$ cat src/rtl/clk_guard_pkg.sv
package clk_guard_pkg;

  typedef enum logic [1:0] {
    SRC_RC   = 2'd0,
    SRC_XTAL = 2'd1,
    SRC_PLL  = 2'd2
  } src_t;

  localparam logic [1:0] ADR_CTRL = 2'd0;
  localparam logic [1:0] ADR_STAT = 2'd1;
  localparam logic [1:0] ADR_TMO  = 2'd2;

  // control register fields
  localparam int C_XTAL  = 0;
  localparam int C_PLL   = 1;
  localparam int C_GUARD = 2;
  localparam int C_REQ_L = 4;
  localparam int C_REQ_H = 5;

  // status register fields
  localparam int S_SEL_L = 0;
  localparam int S_SEL_H = 1;
  localparam int S_FAIL  = 2;
  localparam int S_XRDY  = 3;
  localparam int S_PRDY  = 4;
  localparam int S_GATE  = 5;
  localparam int S_CLR   = 7;

endpackage

$ cat src/rtl/cg_sync.sv
module cg_sync #(
  parameter int STAGES = 2
) (
  input  logic clk,
  input  logic rst,
  input  logic async_in,
  output logic rise
);
  logic [STAGES:0] sh;

  always_ff @(posedge clk) begin
    if (rst) sh <= '0;
    else     sh <= {sh[STAGES-1:0], async_in};
  end

  // rising edge seen on the synchronised level
  assign rise = sh[STAGES-1] & ~sh[STAGES];
endmodule

$ cat src/rtl/cg_watch.sv
module cg_watch #(
  parameter int TMO_W = 8
) (
  input  logic             clk,
  input  logic             rst,
  input  logic             active,
  input  logic             edge_seen,
  input  logic [TMO_W-1:0] tmo,
  output logic             fail_hit
);
  logic [TMO_W-1:0] cnt;

  always_ff @(posedge clk) begin
    if (rst || !active) begin
      cnt      <= '0;
      fail_hit <= 1'b0;
    end else if (edge_seen) begin
      cnt      <= '0;
      fail_hit <= 1'b0;
    end else if (cnt == tmo) begin
      cnt      <= '0;
      fail_hit <= 1'b1;
    end else begin
      cnt      <= cnt + 1'b1;
      fail_hit <= 1'b0;
    end
  end
endmodule

$ cat src/rtl/cg_switch.sv
module cg_switch
  import clk_guard_pkg::*;
#(
  parameter int PARK_CYC = 2
) (
  input  logic clk,
  input  logic rst,
  input  src_t req,
  input  logic rdy_xtal,
  input  logic rdy_pll,
  input  logic force_rc,
  output src_t sel,
  output src_t tgt,
  output logic gate
);
  localparam int PC_W = (PARK_CYC > 1) ? $clog2(PARK_CYC) : 1;
  localparam logic [PC_W-1:0] PC_LAST = PC_W'(PARK_CYC - 1);

  typedef enum logic {ST_RUN, ST_PARK} sw_st_t;
  sw_st_t        st;
  logic [PC_W-1:0] pc;
  logic          req_rdy;

  always_comb begin
    case (req)
      SRC_RC:   req_rdy = 1'b1;
      SRC_XTAL: req_rdy = rdy_xtal;
      SRC_PLL:  req_rdy = rdy_pll;
      default:  req_rdy = 1'b0;
    endcase
  end

  always_ff @(posedge clk) begin
    if (rst || force_rc) begin
      st   <= ST_RUN;
      sel  <= SRC_RC;
      tgt  <= SRC_RC;
      gate <= 1'b1;
      pc   <= '0;
    end else begin
      case (st)
        ST_RUN: begin
          if (req != sel && req_rdy) begin
            st   <= ST_PARK;
            tgt  <= req;
            gate <= 1'b0;
            pc   <= '0;
          end
        end
        default: begin
          if (pc == PC_LAST) begin
            st   <= ST_RUN;
            sel  <= tgt;
            gate <= 1'b1;
          end else begin
            pc <= pc + 1'b1;
          end
        end
      endcase
    end
  end
endmodule

$ cat src/rtl/clk_guard_top.sv
module clk_guard_top
  import clk_guard_pkg::*;
#(
  parameter int          DATA_W   = 8,
  parameter int          TMO_W    = 8,
  parameter int          SYNC_STG = 2,
  parameter int          PARK_CYC = 2,
  parameter logic [7:0]  DEF_TMO  = 8'd100
) (
  input  logic              clk,
  input  logic              rst,
  input  logic              bus_wr,
  input  logic              bus_rd,
  input  logic [1:0]        bus_addr,
  input  logic [DATA_W-1:0] bus_wdata,
  output logic [DATA_W-1:0] bus_rdata,
  output logic              bus_rvalid,
  input  logic              xtal_clk,
  input  logic              xtal_ready,
  input  logic              pll_ready,
  output logic              xtal_en,
  output logic              pll_en,
  output logic [1:0]        sys_sel,
  output logic              sys_gate,
  output logic              nmi
);
  localparam logic [TMO_W-1:0] TMO_RST = TMO_W'(DEF_TMO);

  logic             xtal_on, pll_on, guard_on;
  logic [1:0]       src_req;
  logic [TMO_W-1:0] tmo_q;
  logic             fail_q;
  logic             edge_seen, fail_hit, mon_active;
  logic             lock_xtal, lock_pll;
  logic             wr_ctrl, wr_stat, wr_tmo;
  src_t             sel, tgt;
  logic             gate;
  logic [DATA_W-1:0] rd_n;

  assign wr_ctrl = bus_wr && bus_addr == ADR_CTRL;
  assign wr_stat = bus_wr && bus_addr == ADR_STAT;
  assign wr_tmo  = bus_wr && bus_addr == ADR_TMO;

  assign mon_active = guard_on & xtal_on & xtal_ready;

  cg_sync #(.STAGES(SYNC_STG)) u_sync (
    .clk(clk), .rst(rst), .async_in(xtal_clk), .rise(edge_seen)
  );

  cg_watch #(.TMO_W(TMO_W)) u_watch (
    .clk(clk), .rst(rst), .active(mon_active), .edge_seen(edge_seen),
    .tmo(tmo_q), .fail_hit(fail_hit)
  );

  cg_switch #(.PARK_CYC(PARK_CYC)) u_switch (
    .clk(clk), .rst(rst), .req(src_t'(src_req)),
    .rdy_xtal(xtal_on & xtal_ready), .rdy_pll(pll_on & pll_ready),
    .force_rc(fail_hit), .sel(sel), .tgt(tgt), .gate(gate)
  );

  // enables feeding the running or targeted clock cannot be dropped
  assign lock_xtal = (sel != SRC_RC) || (tgt != SRC_RC);
  assign lock_pll  = (sel == SRC_PLL) || (tgt == SRC_PLL);

  always_ff @(posedge clk) begin
    if (rst) begin
      xtal_on  <= 1'b0;
      pll_on   <= 1'b0;
      guard_on <= 1'b0;
      src_req  <= SRC_RC;
    end else if (fail_hit) begin
      xtal_on  <= 1'b0;
      pll_on   <= 1'b0;
      src_req  <= SRC_RC;
    end else if (wr_ctrl) begin
      xtal_on  <= bus_wdata[C_XTAL] | (lock_xtal & xtal_on);
      pll_on   <= bus_wdata[C_PLL]  | (lock_pll & pll_on);
      guard_on <= bus_wdata[C_GUARD];
      src_req  <= bus_wdata[C_REQ_H:C_REQ_L];
    end
  end

  always_ff @(posedge clk) begin
    if (rst)         tmo_q <= TMO_RST;
    else if (wr_tmo) tmo_q <= bus_wdata[TMO_W-1:0];
  end

  always_ff @(posedge clk) begin
    if (rst)                             fail_q <= 1'b0;
    else if (fail_hit)                   fail_q <= 1'b1;
    else if (wr_stat && bus_wdata[S_CLR]) fail_q <= 1'b0;
  end

  always_comb begin
    rd_n = '0;
    case (bus_addr)
      ADR_CTRL: begin
        rd_n[C_XTAL]          = xtal_on;
        rd_n[C_PLL]           = pll_on;
        rd_n[C_GUARD]         = guard_on;
        rd_n[C_REQ_H:C_REQ_L] = src_req;
      end
      ADR_STAT: begin
        rd_n[S_SEL_H:S_SEL_L] = sel;
        rd_n[S_FAIL]          = fail_q;
        rd_n[S_XRDY]          = xtal_ready;
        rd_n[S_PRDY]          = pll_ready;
        rd_n[S_GATE]          = gate;
      end
      ADR_TMO:  rd_n[TMO_W-1:0] = tmo_q;
      default:  rd_n = '0;
    endcase
  end

  always_ff @(posedge clk) begin
    if (rst) begin
      bus_rdata  <= '0;
      bus_rvalid <= 1'b0;
    end else begin
      bus_rvalid <= bus_rd;
      if (bus_rd) bus_rdata <= rd_n;
    end
  end

  assign xtal_en  = xtal_on;
  assign pll_en   = pll_on;
  assign sys_sel  = sel;
  assign sys_gate = gate;
  assign nmi      = fail_q;
endmodule

$ cat config.mk
export PLATFORM = sky130hd
export DESIGN_NAME = clk_guard_top
export DESIGN_NICKNAME = d
export VERILOG_FILES = /design/src/rtl/clk_guard_pkg.sv /design/src/rtl/cg_sync.sv /design/src/rtl/cg_watch.sv /design/src/rtl/cg_switch.sv /design/src/rtl/clk_guard_top.sv
export SDC_FILE = /design/constraint.sdc
export NUM_CORES = 1
export LEC_CHECK = 0
export CORE_MARGIN = 5
export CORE_UTILIZATION = 30
export DETAILED_ROUTE_END_ITERATION = 7
export GPL_TIMING_DRIVEN = 0
export PLACE_DENSITY_LB_ADDON = 0.05
export SETUP_SLACK_MARGIN = 0.3
export SLEW_MARGIN = 20
export SYNTH_ARGS = -nofsm -noshare
export SYNTH_HDL_FRONTEND = slang
export SYNTH_SLANG_ARGS = --single-unit
$ cat constraint.sdc
create_clock -name clk -period 1.7 [get_ports clk]
set_input_delay 0.255 -clock clk [delete_from_list [all_inputs] [get_ports clk]]
set_output_delay 0.255 -clock clk [all_outputs]
set_load 0.01 [all_outputs]
==> results.yml <==
route:
  first_pass_iters: 4
  drc: 0
  vias_per_cell: 4.71
  antenna_left: 0
  drt_iter0_markers: 71
  wl_per_cell_um: 14.0
  vias: 1516
  wl_um: 4520
power:
  peakVddDrop_uv: 428
  finalPower_mw: 1.87
  pwr-share-comb: 0.094
  power.switching_mw: 0.447
  clkPwrFrac: 0.354
  p_sw_frac: 0.239
  seqPwrFrac: 0.552
  p_leak_nw: 0.963
  intPower_mw: 1.42
  power.density_nw_per_um2: 807
synth:
  yosys-top-cells-area: "dfxtp_1 47%, nand2_1 7.0%, xor2_1 6.4%"
  ys.flop_type: "dfxtp_1"
  synth_cells: 207
  synth_area_um2: 1780
  yosysWarningCount: 0
  syn_avg_cell_area_um2: 8.58
  synth_seq_cells: 42
  yosysUniqueCellTypes: 30
  synth_top_cell_area_share: 0.473
  ys_seq_area_frac: 0.473
  synth-async-reset-ratio: 0
  yosysMostFrequentCell: "dfxtp_1"
  synth_top_area_cell: "dfxtp_1"
  synth_commonest_cells: "42 x dfxtp_1, 33 x nand2_1, 27 x nor2_1, 22 x a21oi_1, 16 x nand3_1"
  synth_edf_count: 0
  synth_nets: 229
sta:
  slew_headroom: 0.694
  layout_min_cycle_time_ps: 1420
  fin_tns_setup_ps: 0
  period_share: 0.837
  rsz0062_at_grt: "yes"
  finalMaxSlewViolations: 0
  setup_viol: 0
  tightestPinTransition_ps: 459
  max_freq_ghz: 0.703
  fin_skew_ps: 5.43
  final-hold-violation-count: 0
global_route:
  track_usage: 0.123
  grt_start_max_net_pins: 13
  grt_pass1_wl_um: 7270
  grt_antenna_before_repair: 0
  overflow: 0
  grt_pass1_vias: 1441
critical_path:
  cpLargestDelayFamily: "simple AND/OR/NAND/NOR gates"
  worstPathRequired_ps: 1930
  cpPeakStageDelay_ps: 510
  cp_slowest_cell: "or4b_4"
  cp-start-kind: "flip-flop"
  setup.worst_path.end_class: "flip-flop"
  worstPathArrival_ps: 1650
  path_max_fanout: 8
  crit_chain: "nor2b_4 -> or4b_4 -> a41o_4 -> nor2_1"
  worstPathBufferInverterCount: 0
  critical_path_class: "flip-flop to flip-flop"
final_layout:
  fin_nets: 268
  final_core_util: 0.396
  nFillCells: 611
  drive_gt1_frac: 0.130
  stdcell_count: 322
  diodes: 0
  area_growth_pct: 30.4
floorplanning:
  dieArea_um2: 7560
  fp.dieW_um: 87.0
  die_y_um: 87.0
  start_util: 0.304
  rows: 28
  core_area_um2: 5850
  pin_count: 32
clock_network:
  h-tree-depth: 2
  cts_tree: "yes"
  ctsHoldBuffers: 0
  clkTransAtPathRegs_ps: 80
  clock_latency_ps: 290
  cts_buffers: 5
  cts_root_buf: "clkbuf_8"
  cts.sinks: 42
  cts.path.max_buffers: 2
flow_run:
  max_cap_violations: 0
min_path:
  hold_class: "input pin to flip-flop"
placed_design:
  port-buffer-count: 30
  gp_congestion: 0.757
  numPlacedInstances: 312
  hpwlAfterDp_um: 3360
outcome:
  status: "complete, no violations"
[logic make-up (layout without fill, tap and decap cells)]
| kind of cell | Yosys count | after routing | share of synthesized area |
|---|---|---|---|
| simple gates | 97 | 97 | 0.253 |
| flops | 42 | 42 | 0.473 |
| compound gates | 36 | 36 | 0.135 |
| xor+xnor | 14 | 14 | 0.0690 |
| buf+inv | 11 | 51 | 0.0232 |
| fa+ha+maj | 5 | 5 | 0.0352 |
| mux | 2 | 2 | 0.0113 |
[worst min-delay path, stage by stage]
cell and delay [ps]:
clkbuf_1 170, nand3_1 130, a21oi_1 60
[timing repair]
action                                  CTS  global route
pin swaps                                10             7
gates resized for setup                  31            14
setup buffers                             1             1
endpoints found under the setup margin   42            22
[power groups by stage]
| stage | clock network, mW | registers (mW) | logic (mW) |
|---|---|---|---|
| 2_1_floorplan | 0 | 1.05 | 0.0846 |
| 3_3_place_gp | 0 | 1.06 | 0.176 |
| 3_5_place_dp | 0 | 1.06 | 0.175 |
| 4_1_cts | 0.688 | 1.03 | 0.175 |
| 5_1_grt | 0.732 | 1.04 | 0.196 |
| 6_report | 0.660 | 1.03 | 0.176 |
[final cells by class]
| type | count | area (µm²) | share of cell area |
|---|---|---|---|
| Inverter | 4 | 15.0 | 0.00648 |
| Timing Repair Buffer | 32 | 294 | 0.127 |
| Buffer | 7 | 43.8 | 0.0189 |
| Clock inverter | 1 | 5.00 | 0.00216 |
| Sequential cell | 42 | 848 | 0.366 |
| Multi-Input combinational cell | 154 | 930 | 0.401 |
| Clock buffer | 7 | 86.3 | 0.0373 |
| Tap cell | 75 | 93.8 | 0.0405 |
[through the flow]
stage | hold slack, ps | setup WS (ps) | instance area, µm²
after detailed placement | 427 | -429 | 2170
after global placement | 419 | -427 | 2170
after CTS | 343 | 297 | 2280
after global routing | 378 | 218 | 2320
final | 368 | 277 | 2320
after floorplan | 327 | 310 | 1780
[registers in the layout, indices dropped and copies added, names as in the netlist, 2 cells and up]
signal        cells
bus_rdata         8
tmo_q             8
u_watch.cnt       8
u_sync.sh         3
src_req           2
u_switch.sel      2
u_switch.tgt      2
[final timing paths]
kind / slack (ps) / depth (start not counted) / start / end
max reg2reg: 280 / 4 / u_sync.sh[1] / u_watch.cnt[3]
max: 280 / 4 / u_sync.sh[1] / u_watch.cnt[3]
min: 370 / 3 / bus_wr / src_req[0]
min reg2reg: 440 / 1 / u_sync.sh[0] / u_sync.sh[1]
[placed cells by master (no fill, tap or decap), types with 4 or more instances in the layout]
| cell type | Yosys | layout |
|---|---|---|
| xor2_1 | 13 | 13 |
| dfxtp_1 | 42 | 38 |
| nor2_1 | 27 | 22 |
| clkbuf_8 | 0 | 7 |
| nor2_2 | 1 | 6 |
| clkdlybuf4s50_1 | 0 | 11 |
| nand2_1 | 33 | 32 |
| nor2b_1 | 7 | 6 |
| ha_1 | 5 | 4 |
| a21oi_1 | 22 | 22 |
| a222oi_1 | 5 | 5 |
| dlygate4sd2_1 | 0 | 16 |
| clkbuf_1 | 7 | 6 |
| nand3_1 | 16 | 15 |
[per-layer routing]
layer	global-route usage	part of all wire	vias to the layer above
met1	0.175	0.50	691
met2	0.183	0.44	33
met5	0	0	-
met4	0.0297	0.0073	0
li1	-	-	788
met3	0.0350	0.058	4
Power figures use the tool's default switching activity.
